--- src/rtl/tcc_pkg.sv ---
package tcc_pkg;
   // register offsets from the base address
   typedef enum logic [2:0] {
      REG_CTRL  = 3'd0,
      REG_STAT  = 3'd1,
      REG_CMP_H = 3'd2,
      REG_CMP_L = 3'd3,
      REG_CAP_H = 3'd4,
      REG_CAP_L = 3'd5,
      REG_CNT_H = 3'd6,
      REG_CNT_L = 3'd7
   } tcc_reg_e;

   localparam int NUM_REGS = 8;

   // control register bit positions
   localparam int B_LEVEL = 0;
   localparam int B_EDGE  = 1;
   localparam int B_FORCE = 4;

   // flag vector indices; status byte holds them in bits 7..5
   localparam int F_OVF = 0;
   localparam int F_CMP = 1;
   localparam int F_CAP = 2;
endpackage

--- src/rtl/tcc_counter.sv ---
module tcc_counter #(
   parameter int W = 16
) (
   input  logic         clk,
   input  logic         rst_n,
   output logic [W-1:0] cnt_o,
   output logic         wrap_o
);
   always_ff @(posedge clk or negedge rst_n) begin
      if (!rst_n) cnt_o <= '0;
      else        cnt_o <= cnt_o + 1'b1;
   end

   // counter at all ones: next edge rolls over
   assign wrap_o = &cnt_o;
endmodule

--- src/rtl/tcc_edge_sync.sv ---
module tcc_edge_sync #(
   parameter int STAGES = 2
) (
   input  logic clk,
   input  logic rst_n,
   input  logic pin_i,
   output logic rise_o,
   output logic fall_o
);
   logic [STAGES-1:0] sync_q;
   logic              prev_q;

   always_ff @(posedge clk or negedge rst_n) begin
      if (!rst_n) begin
         sync_q <= '0;
         prev_q <= 1'b0;
      end else begin
         sync_q <= {sync_q[STAGES-2:0], pin_i};
         prev_q <= sync_q[STAGES-1];
      end
   end

   assign rise_o =  sync_q[STAGES-1] & ~prev_q;
   assign fall_o = ~sync_q[STAGES-1] &  prev_q;
endmodule

--- src/rtl/tcc_capture.sv ---
module tcc_capture #(
   parameter int W = 16
) (
   input  logic         clk,
   input  logic         rst_n,
   input  logic         evt_i,
   input  logic [W-1:0] cnt_i,
   output logic [W-1:0] cap_o
);
   always_ff @(posedge clk or negedge rst_n) begin
      if (!rst_n)     cap_o <= '0;
      else if (evt_i) cap_o <= cnt_i;
   end
endmodule

--- src/rtl/tcc_compare.sv ---
module tcc_compare #(
   parameter int W = 16
) (
   input  logic         clk,
   input  logic         rst_n,
   input  logic [W-1:0] cnt_i,
   input  logic         wr_hi_i,
   input  logic         wr_lo_i,
   input  logic [7:0]   wdata_i,
   input  logic         level_i,
   input  logic         force_i,
   input  logic         force_lvl_i,
   output logic [W-1:0] cmp_o,
   output logic         match_o,
   output logic         pin_o
);
   localparam int HI_W = W - 8;

   always_ff @(posedge clk or negedge rst_n) begin
      if (!rst_n) begin
         cmp_o <= '0;
      end else begin
         if (wr_lo_i) cmp_o[7:0]   <= wdata_i;
         if (wr_hi_i) cmp_o[W-1:8] <= wdata_i[HI_W-1:0];
      end
   end

   assign match_o = (cnt_i == cmp_o);

   // output level latch: a force write overrides a same-edge match
   always_ff @(posedge clk or negedge rst_n) begin
      if (!rst_n)       pin_o <= 1'b0;
      else if (force_i) pin_o <= force_lvl_i;
      else if (match_o) pin_o <= level_i;
   end
endmodule

--- src/rtl/tcc_unit.sv ---
module tcc_unit
   import tcc_pkg::*;
#(
   parameter int         W           = 16,
   parameter int         SYNC_STAGES = 2,
   parameter logic [7:0] BASE_ADDR   = 8'h12
) (
   input  logic       clk,
   input  logic       rst_n,
   input  logic [7:0] bus_addr,
   input  logic       bus_wr,
   input  logic       bus_rd,
   input  logic [7:0] bus_wdata,
   output logic [7:0] bus_rdata,
   input  logic       cap_pin,
   output logic       cmp_pin,
   output logic       irq
);
   generate
      if (W < 9 || W > 16) begin : g_bad_width
         $error("tcc_unit: W must lie in 9..16");
      end
      if (SYNC_STAGES < 2) begin : g_bad_sync
         $error("tcc_unit: SYNC_STAGES must be at least 2");
      end
   endgenerate

   // ---------------- address decode ----------------
   logic [7:0]          ofs;
   logic                hit;
   tcc_reg_e            sel;
   logic [NUM_REGS-1:0] wr_sel;

   assign ofs = bus_addr - BASE_ADDR;
   assign hit = (ofs[7:3] == 5'd0);
   assign sel = tcc_reg_e'(ofs[2:0]);

   for (genvar i = 0; i < NUM_REGS; i++) begin : g_dec
      assign wr_sel[i] = bus_wr & hit & (sel == tcc_reg_e'(i));
   end

   // ---------------- control register ----------------
   logic [2:0] ie_q;      // {capture, compare, overflow}
   logic       level_q;
   logic       edge_q;
   logic       force_wr;

   always_ff @(posedge clk or negedge rst_n) begin
      if (!rst_n) begin
         ie_q    <= '0;
         level_q <= 1'b0;
      end else if (wr_sel[REG_CTRL]) begin
         ie_q    <= bus_wdata[7:5];
         level_q <= bus_wdata[B_LEVEL];
      end
   end

   // edge select keeps its value through reset
   always_ff @(posedge clk) begin
      if (wr_sel[REG_CTRL]) edge_q <= bus_wdata[B_EDGE];
   end

   assign force_wr = wr_sel[REG_CTRL] & bus_wdata[B_FORCE];

   // ---------------- datapath ----------------
   logic [W-1:0] cnt_q;
   logic [W-1:0] cmp_q;
   logic [W-1:0] cap_q;
   logic         wrap;
   logic         match;
   logic         cap_rise;
   logic         cap_fall;
   logic         cap_evt;

   tcc_counter #(.W(W)) u_cnt (
      .clk    (clk),
      .rst_n  (rst_n),
      .cnt_o  (cnt_q),
      .wrap_o (wrap)
   );

   tcc_compare #(.W(W)) u_cmp (
      .clk         (clk),
      .rst_n       (rst_n),
      .cnt_i       (cnt_q),
      .wr_hi_i     (wr_sel[REG_CMP_H]),
      .wr_lo_i     (wr_sel[REG_CMP_L]),
      .wdata_i     (bus_wdata),
      .level_i     (level_q),
      .force_i     (force_wr),
      .force_lvl_i (bus_wdata[B_LEVEL]),
      .cmp_o       (cmp_q),
      .match_o     (match),
      .pin_o       (cmp_pin)
   );

   tcc_edge_sync #(.STAGES(SYNC_STAGES)) u_sync (
      .clk    (clk),
      .rst_n  (rst_n),
      .pin_i  (cap_pin),
      .rise_o (cap_rise),
      .fall_o (cap_fall)
   );

   assign cap_evt = edge_q ? cap_rise : cap_fall;

   tcc_capture #(.W(W)) u_cap (
      .clk   (clk),
      .rst_n (rst_n),
      .evt_i (cap_evt),
      .cnt_i (cnt_q),
      .cap_o (cap_q)
   );

   // ---------------- flags and interrupt ----------------
   logic [2:0] flags_q;
   logic [2:0] flags_set;
   logic [2:0] flags_clr;

   always_comb begin
      flags_set        = '0;
      flags_set[F_CAP] = cap_evt;
      flags_set[F_CMP] = match;
      flags_set[F_OVF] = wrap;
   end

   assign flags_clr = wr_sel[REG_STAT] ? bus_wdata[7:5] : 3'b000;

   always_ff @(posedge clk or negedge rst_n) begin
      if (!rst_n) flags_q <= '0;
      else        flags_q <= flags_set | (flags_q & ~flags_clr);
   end

   assign irq = |(flags_q & ie_q);

   // ---------------- read path ----------------
   logic [15:0] cmp_pad;
   logic [15:0] cap_pad;
   logic [15:0] cnt_pad;
   logic [7:0]  rd_byte;

   assign cmp_pad = 16'(cmp_q);
   assign cap_pad = 16'(cap_q);
   assign cnt_pad = 16'(cnt_q);

   always_comb begin
      case (sel)
         REG_CTRL:  rd_byte = {ie_q, 3'b000, edge_q, level_q};
         REG_STAT:  rd_byte = {flags_q, 5'b00000};
         REG_CMP_H: rd_byte = cmp_pad[15:8];
         REG_CMP_L: rd_byte = cmp_pad[7:0];
         REG_CAP_H: rd_byte = cap_pad[15:8];
         REG_CAP_L: rd_byte = cap_pad[7:0];
         REG_CNT_H: rd_byte = cnt_pad[15:8];
         REG_CNT_L: rd_byte = cnt_pad[7:0];
         default:   rd_byte = 8'h00;
      endcase
   end

   assign bus_rdata = (bus_rd && hit) ? rd_byte : 8'h00;
endmodule

--- config.mk ---
export PLATFORM = sky130hd
export DESIGN_NAME = tcc_unit
export DESIGN_NICKNAME = d
export VERILOG_FILES = /design/src/rtl/tcc_pkg.sv /design/src/rtl/tcc_counter.sv /design/src/rtl/tcc_edge_sync.sv /design/src/rtl/tcc_capture.sv /design/src/rtl/tcc_compare.sv /design/src/rtl/tcc_unit.sv
export SDC_FILE = /design/constraint.sdc
export NUM_CORES = 1
export LEC_CHECK = 0
export BUFFER_PORTS_ARGS = -buffer_cell sky130_fd_sc_hd__buf_4
export CAP_MARGIN = 0
export CORE_UTILIZATION = 59
export DETAILED_ROUTE_END_ITERATION = 6
export PLACE_DENSITY = 0.79
export SETUP_SLACK_MARGIN = 0.5
export SYNTH_ARGS = -nofsm -noshare
export SYNTH_HDL_FRONTEND = slang
export SYNTH_SLANG_ARGS = --single-unit
--- constraint.sdc ---
create_clock -name clk -period 2.87 [get_ports clk]
set_input_delay 0.4305 -clock clk [delete_from_list [all_inputs] [get_ports clk]]
set_output_delay 0.4305 -clock clk [all_outputs]
set_load 0.05 [all_outputs]
==> metrics.yaml <==
sta:
  finalCriticalPeriod_ns: 2.376
  maxSlewViolCount: 0
  fmax_ghz: 0.4208
  worst_slack_ns: 0.4938
  tns_ns: 0
  worst_slew_pin_slew_ns: 0.7409
  setup_viol: 0
  rsz0062_at_grt: "true"
  clock_skew_ns: 0.006368
  finalCritPeriodShare_pct: 82.79
  hold_viol_final: 0
  maxSlewHeadroom_pct: 50.61
grt:
  grtUsageTotal_pct: 30.08
  grt_max_degree: 60
  grt_pass1_wl_um: 12920
  grt_pass1_vias: 2532
  antenna_found_initial: 0
  grt.overflow.total: 0
flow_run:
  cap_violations: 0
logic_synthesis:
  dominantRegCellSynth: "dfrtp_1"
  netlist.area_leader.share_pct: 45.72
  synth_edf_count: 1
  synthTopCellsByArea: "dfrtp_1 (46%), mux2_2 (12%), xnor2_1 (7.1%)"
  synth_nets: 299
  ys_ff_latch: 60
  synth_seq_area_share_pct: 46.65
  postSynthAreaPerCell_um2: 11.74
  ys_async_sr_fraction_pct: 98.33
  synth_top_cell_by_area: "dfrtp_1"
  ys_types: 52
  synth_area_um2: 3229
  synthCells: 275
  synth_commonest_cells: "dfrtp_1 (59), mux2_2 (33), xnor2_1 (26)"
  yosys_warnings: 0
  synthMostInstantiatedCell: "dfrtp_1"
clocking:
  hold_buffers: 0
  cts_tree: "built"
  cts.sink_count: 60
  cts_made_buffers: 9
  clk_pin_slew_ns: 0.07
  h-tree-depth: 3
  worstSkewPairLatency_ns: 0.35
  cts_max_path_buffers: 2
  root_buffer: "clkbuf_8"
floorplanning:
  die_width_um: 75.98
  rows: 26
  io_pins: 31
  coreArea_um2: 5205
  dieArea_um2: 5773
  start_util_pct: 62.04
  die-height_um: 75.98
critical_path:
  critPathCaptureType: "primary output"
  worstPathArrival_ns: 1.95
  path_cells: "buf_8 > inv_4 > ha_4 > buf_6 > nor2_4 > a22oi_2 > o221a_2 > a211oi_4 > buf_6"
  cp_slowest_cell: "ha_4"
  required_ns: 2.44
  crit_top_cell: "buf_6"
  path_class: "in -> out"
  critPathMaxStageDelay_ns: 0.29
  cp_max_fo: 8
  critPathLaunchType: "input port"
routing:
  wire_per_inst_um: 20.08
  remaining_drc_errors: 0
  vias_per_cell: 6.088
  routed_wl_um: 7991
  antenna_left: 0
  drt_iter0_markers: 268
  dr.pass1.iters: 4
  vias: 2423
layout:
  fillers: 333
  drive_gt1_share_pct: 45.43
  final_core_util_pct: 78.97
  fin_nets: 347
  n_antenna_cell: 0
  areaGrowthSynthToFinish_pct: 27.28
  multi_input_area_um2: 1810
  regArea_um2: 1506
pwr:
  power.leakage_uw: 0.001797
  p_per_area_nw_per_um2: 474.0
  peakVddDrop_mv: 0.3716
placement:
  pre_cts_ws_ns: 0.2415
  post-dp-hpwl_um: 5035
  io_buffers: 30
  place.gp.congestion: 0.9731
run_status:
  status: "finished clean"
worst_hold_path:
  hp-class: "in -> async"
==> logic make-up after synthesis <==
| group | count (synthesis) | share of synthesized area, % |
|---|---|---|
| DFF | 60 | 46.65 |
| AOI/OAI and AO/OA | 37 | 8.486 |
| and+or+nand+nor | 73 | 13.13 |
| xor gates and xnor gates | 30 | 8.136 |
| buffers and inverters | 24 | 3.448 |
| adders and majority gates | 3 | 1.162 |
| muxes | 48 | 18.99 |
==> worst max-delay path: cells and delay by family <==
kind	cells	cell delay, ns
AO/OA/AOI/OAI	3	0.57
adder cells (fa/ha/maj)	1	0.29
AND/OR/NAND/NOR	1	0.20
buffers and inverters	4	0.45
==> layout make-up <==
class,instances,share of cell area (%)
Tap cell,70,2.131
Sequential cell,60,36.65
Clock buffer,12,3.775
Timing Repair Buffer,52,11.17
Clock inverter,4,1.157
Inverter,9,1.065
Multi-Input combinational cell,191,44.05
==> per-stage QoR <==
| stage | area, um^2 | power, uW | hold WS (ns) | instances |
|---|---|---|---|---|
| 2_1_floorplan | 3433 | 1074 | 0.1349 | 275 |
| 3_3_place_gp | 3664 | 1145 | 0.3330 | 365 |
| 3_5_place_dp | 3664 | 1150 | 0.3404 | 365 |
| 4_1_cts | 4073 | 1949 | 0.1678 | 397 |
| 5_1_grt | 4110 | 2019 | 0.1720 | 398 |
| 6_report | 4110 | 1948 | 0.1390 | 398 |
==> state kept, by name (all words and copies together), names as in the netlist <==
name	cells
u_cmp.pin_o	1
edge_q	1
ie_q	3
u_cmp.cmp_o	16
u_sync.prev_q	1
flags_q	3
u_cap.cap_o	16
level_q	1
u_sync.sync_q	2
u_cnt.cnt_o	16
==> placed cells by master (no fill, tap or decap), drive strengths merged, types with 2 or more instances in the layout <==
cell / synthesis / layout
dfrtp: 59 / 59
buf: 7 / 52
mux2: 42 / 42
xnor2: 26 / 26
nor2: 18 / 18
nand2: 14 / 14
clkbuf: 8 / 12
nand3: 9 / 9
inv: 9 / 9
o21ai: 8 / 8
nand4: 6 / 6
a21oi: 6 / 6
a22oi: 5 / 5
and3: 4 / 4
xor2: 4 / 4
mux4: 4 / 4
a31oi: 4 / 4
a211oi: 4 / 4
nor2b: 4 / 4
nor3: 3 / 3
nor4: 3 / 3
nor3b: 3 / 3
ha: 3 / 3
mux2i: 2 / 2
o221a: 2 / 2
a221o: 2 / 2
clkinv: 0 / 2
and4: 2 / 2
and3b: 2 / 2
or3: 2 / 2
==> metal layers <==
layer / part of all wire (%) / global-route usage (%) / up-vias
met4: 2.9 / 13.46 / 0
li1: - / - / 1086
met3: 6.8 / 7.545 / 25
met5: 0 / 0 / -
met1: 41 / 38.79 / 1218
met2: 49 / 48.27 / 94
==> worst paths after layout <==
path,startpoint,to,slack (ns),cells after the start
worst max-delay path,bus_addr[2],bus_rdata[6],0.49,9
worst min-delay path,rst_n,u_cnt.cnt_o[3]$_DFF_PN0_,0.14,1
worst max register to register,u_cnt.cnt_o[10]$_DFF_PN0_,u_cmp.pin_o$_DFFE_PN0P_,0.59,5
worst min register to register,u_sync.sync_q[0]$_DFF_PN0_,u_sync.sync_q[1]$_DFF_PN0_,0.35,0
max in group asynchronous,rst_n,u_cap.cap_o[14]$_DFFE_PN0P_,2.23,1
min in group clk,cap_pin,u_sync.sync_q[0]$_DFF_PN0_,0.19,1
==> timing repair <==
action                     CTS  global route
pin swaps                   14             6
setup endpoints to repair    8             8
setup buffers               16             1
gates resized for setup     20             9
==> where the power goes <==
group	total, uW	switching, uW	internal [uW]	leakage (uW)
Sequential	895	22.1	873	0.000778
Combinational	285	150	135	0.000917
Clock	769	324	445	0.000102
Note: power is estimated with default switching activity, not from simulation.
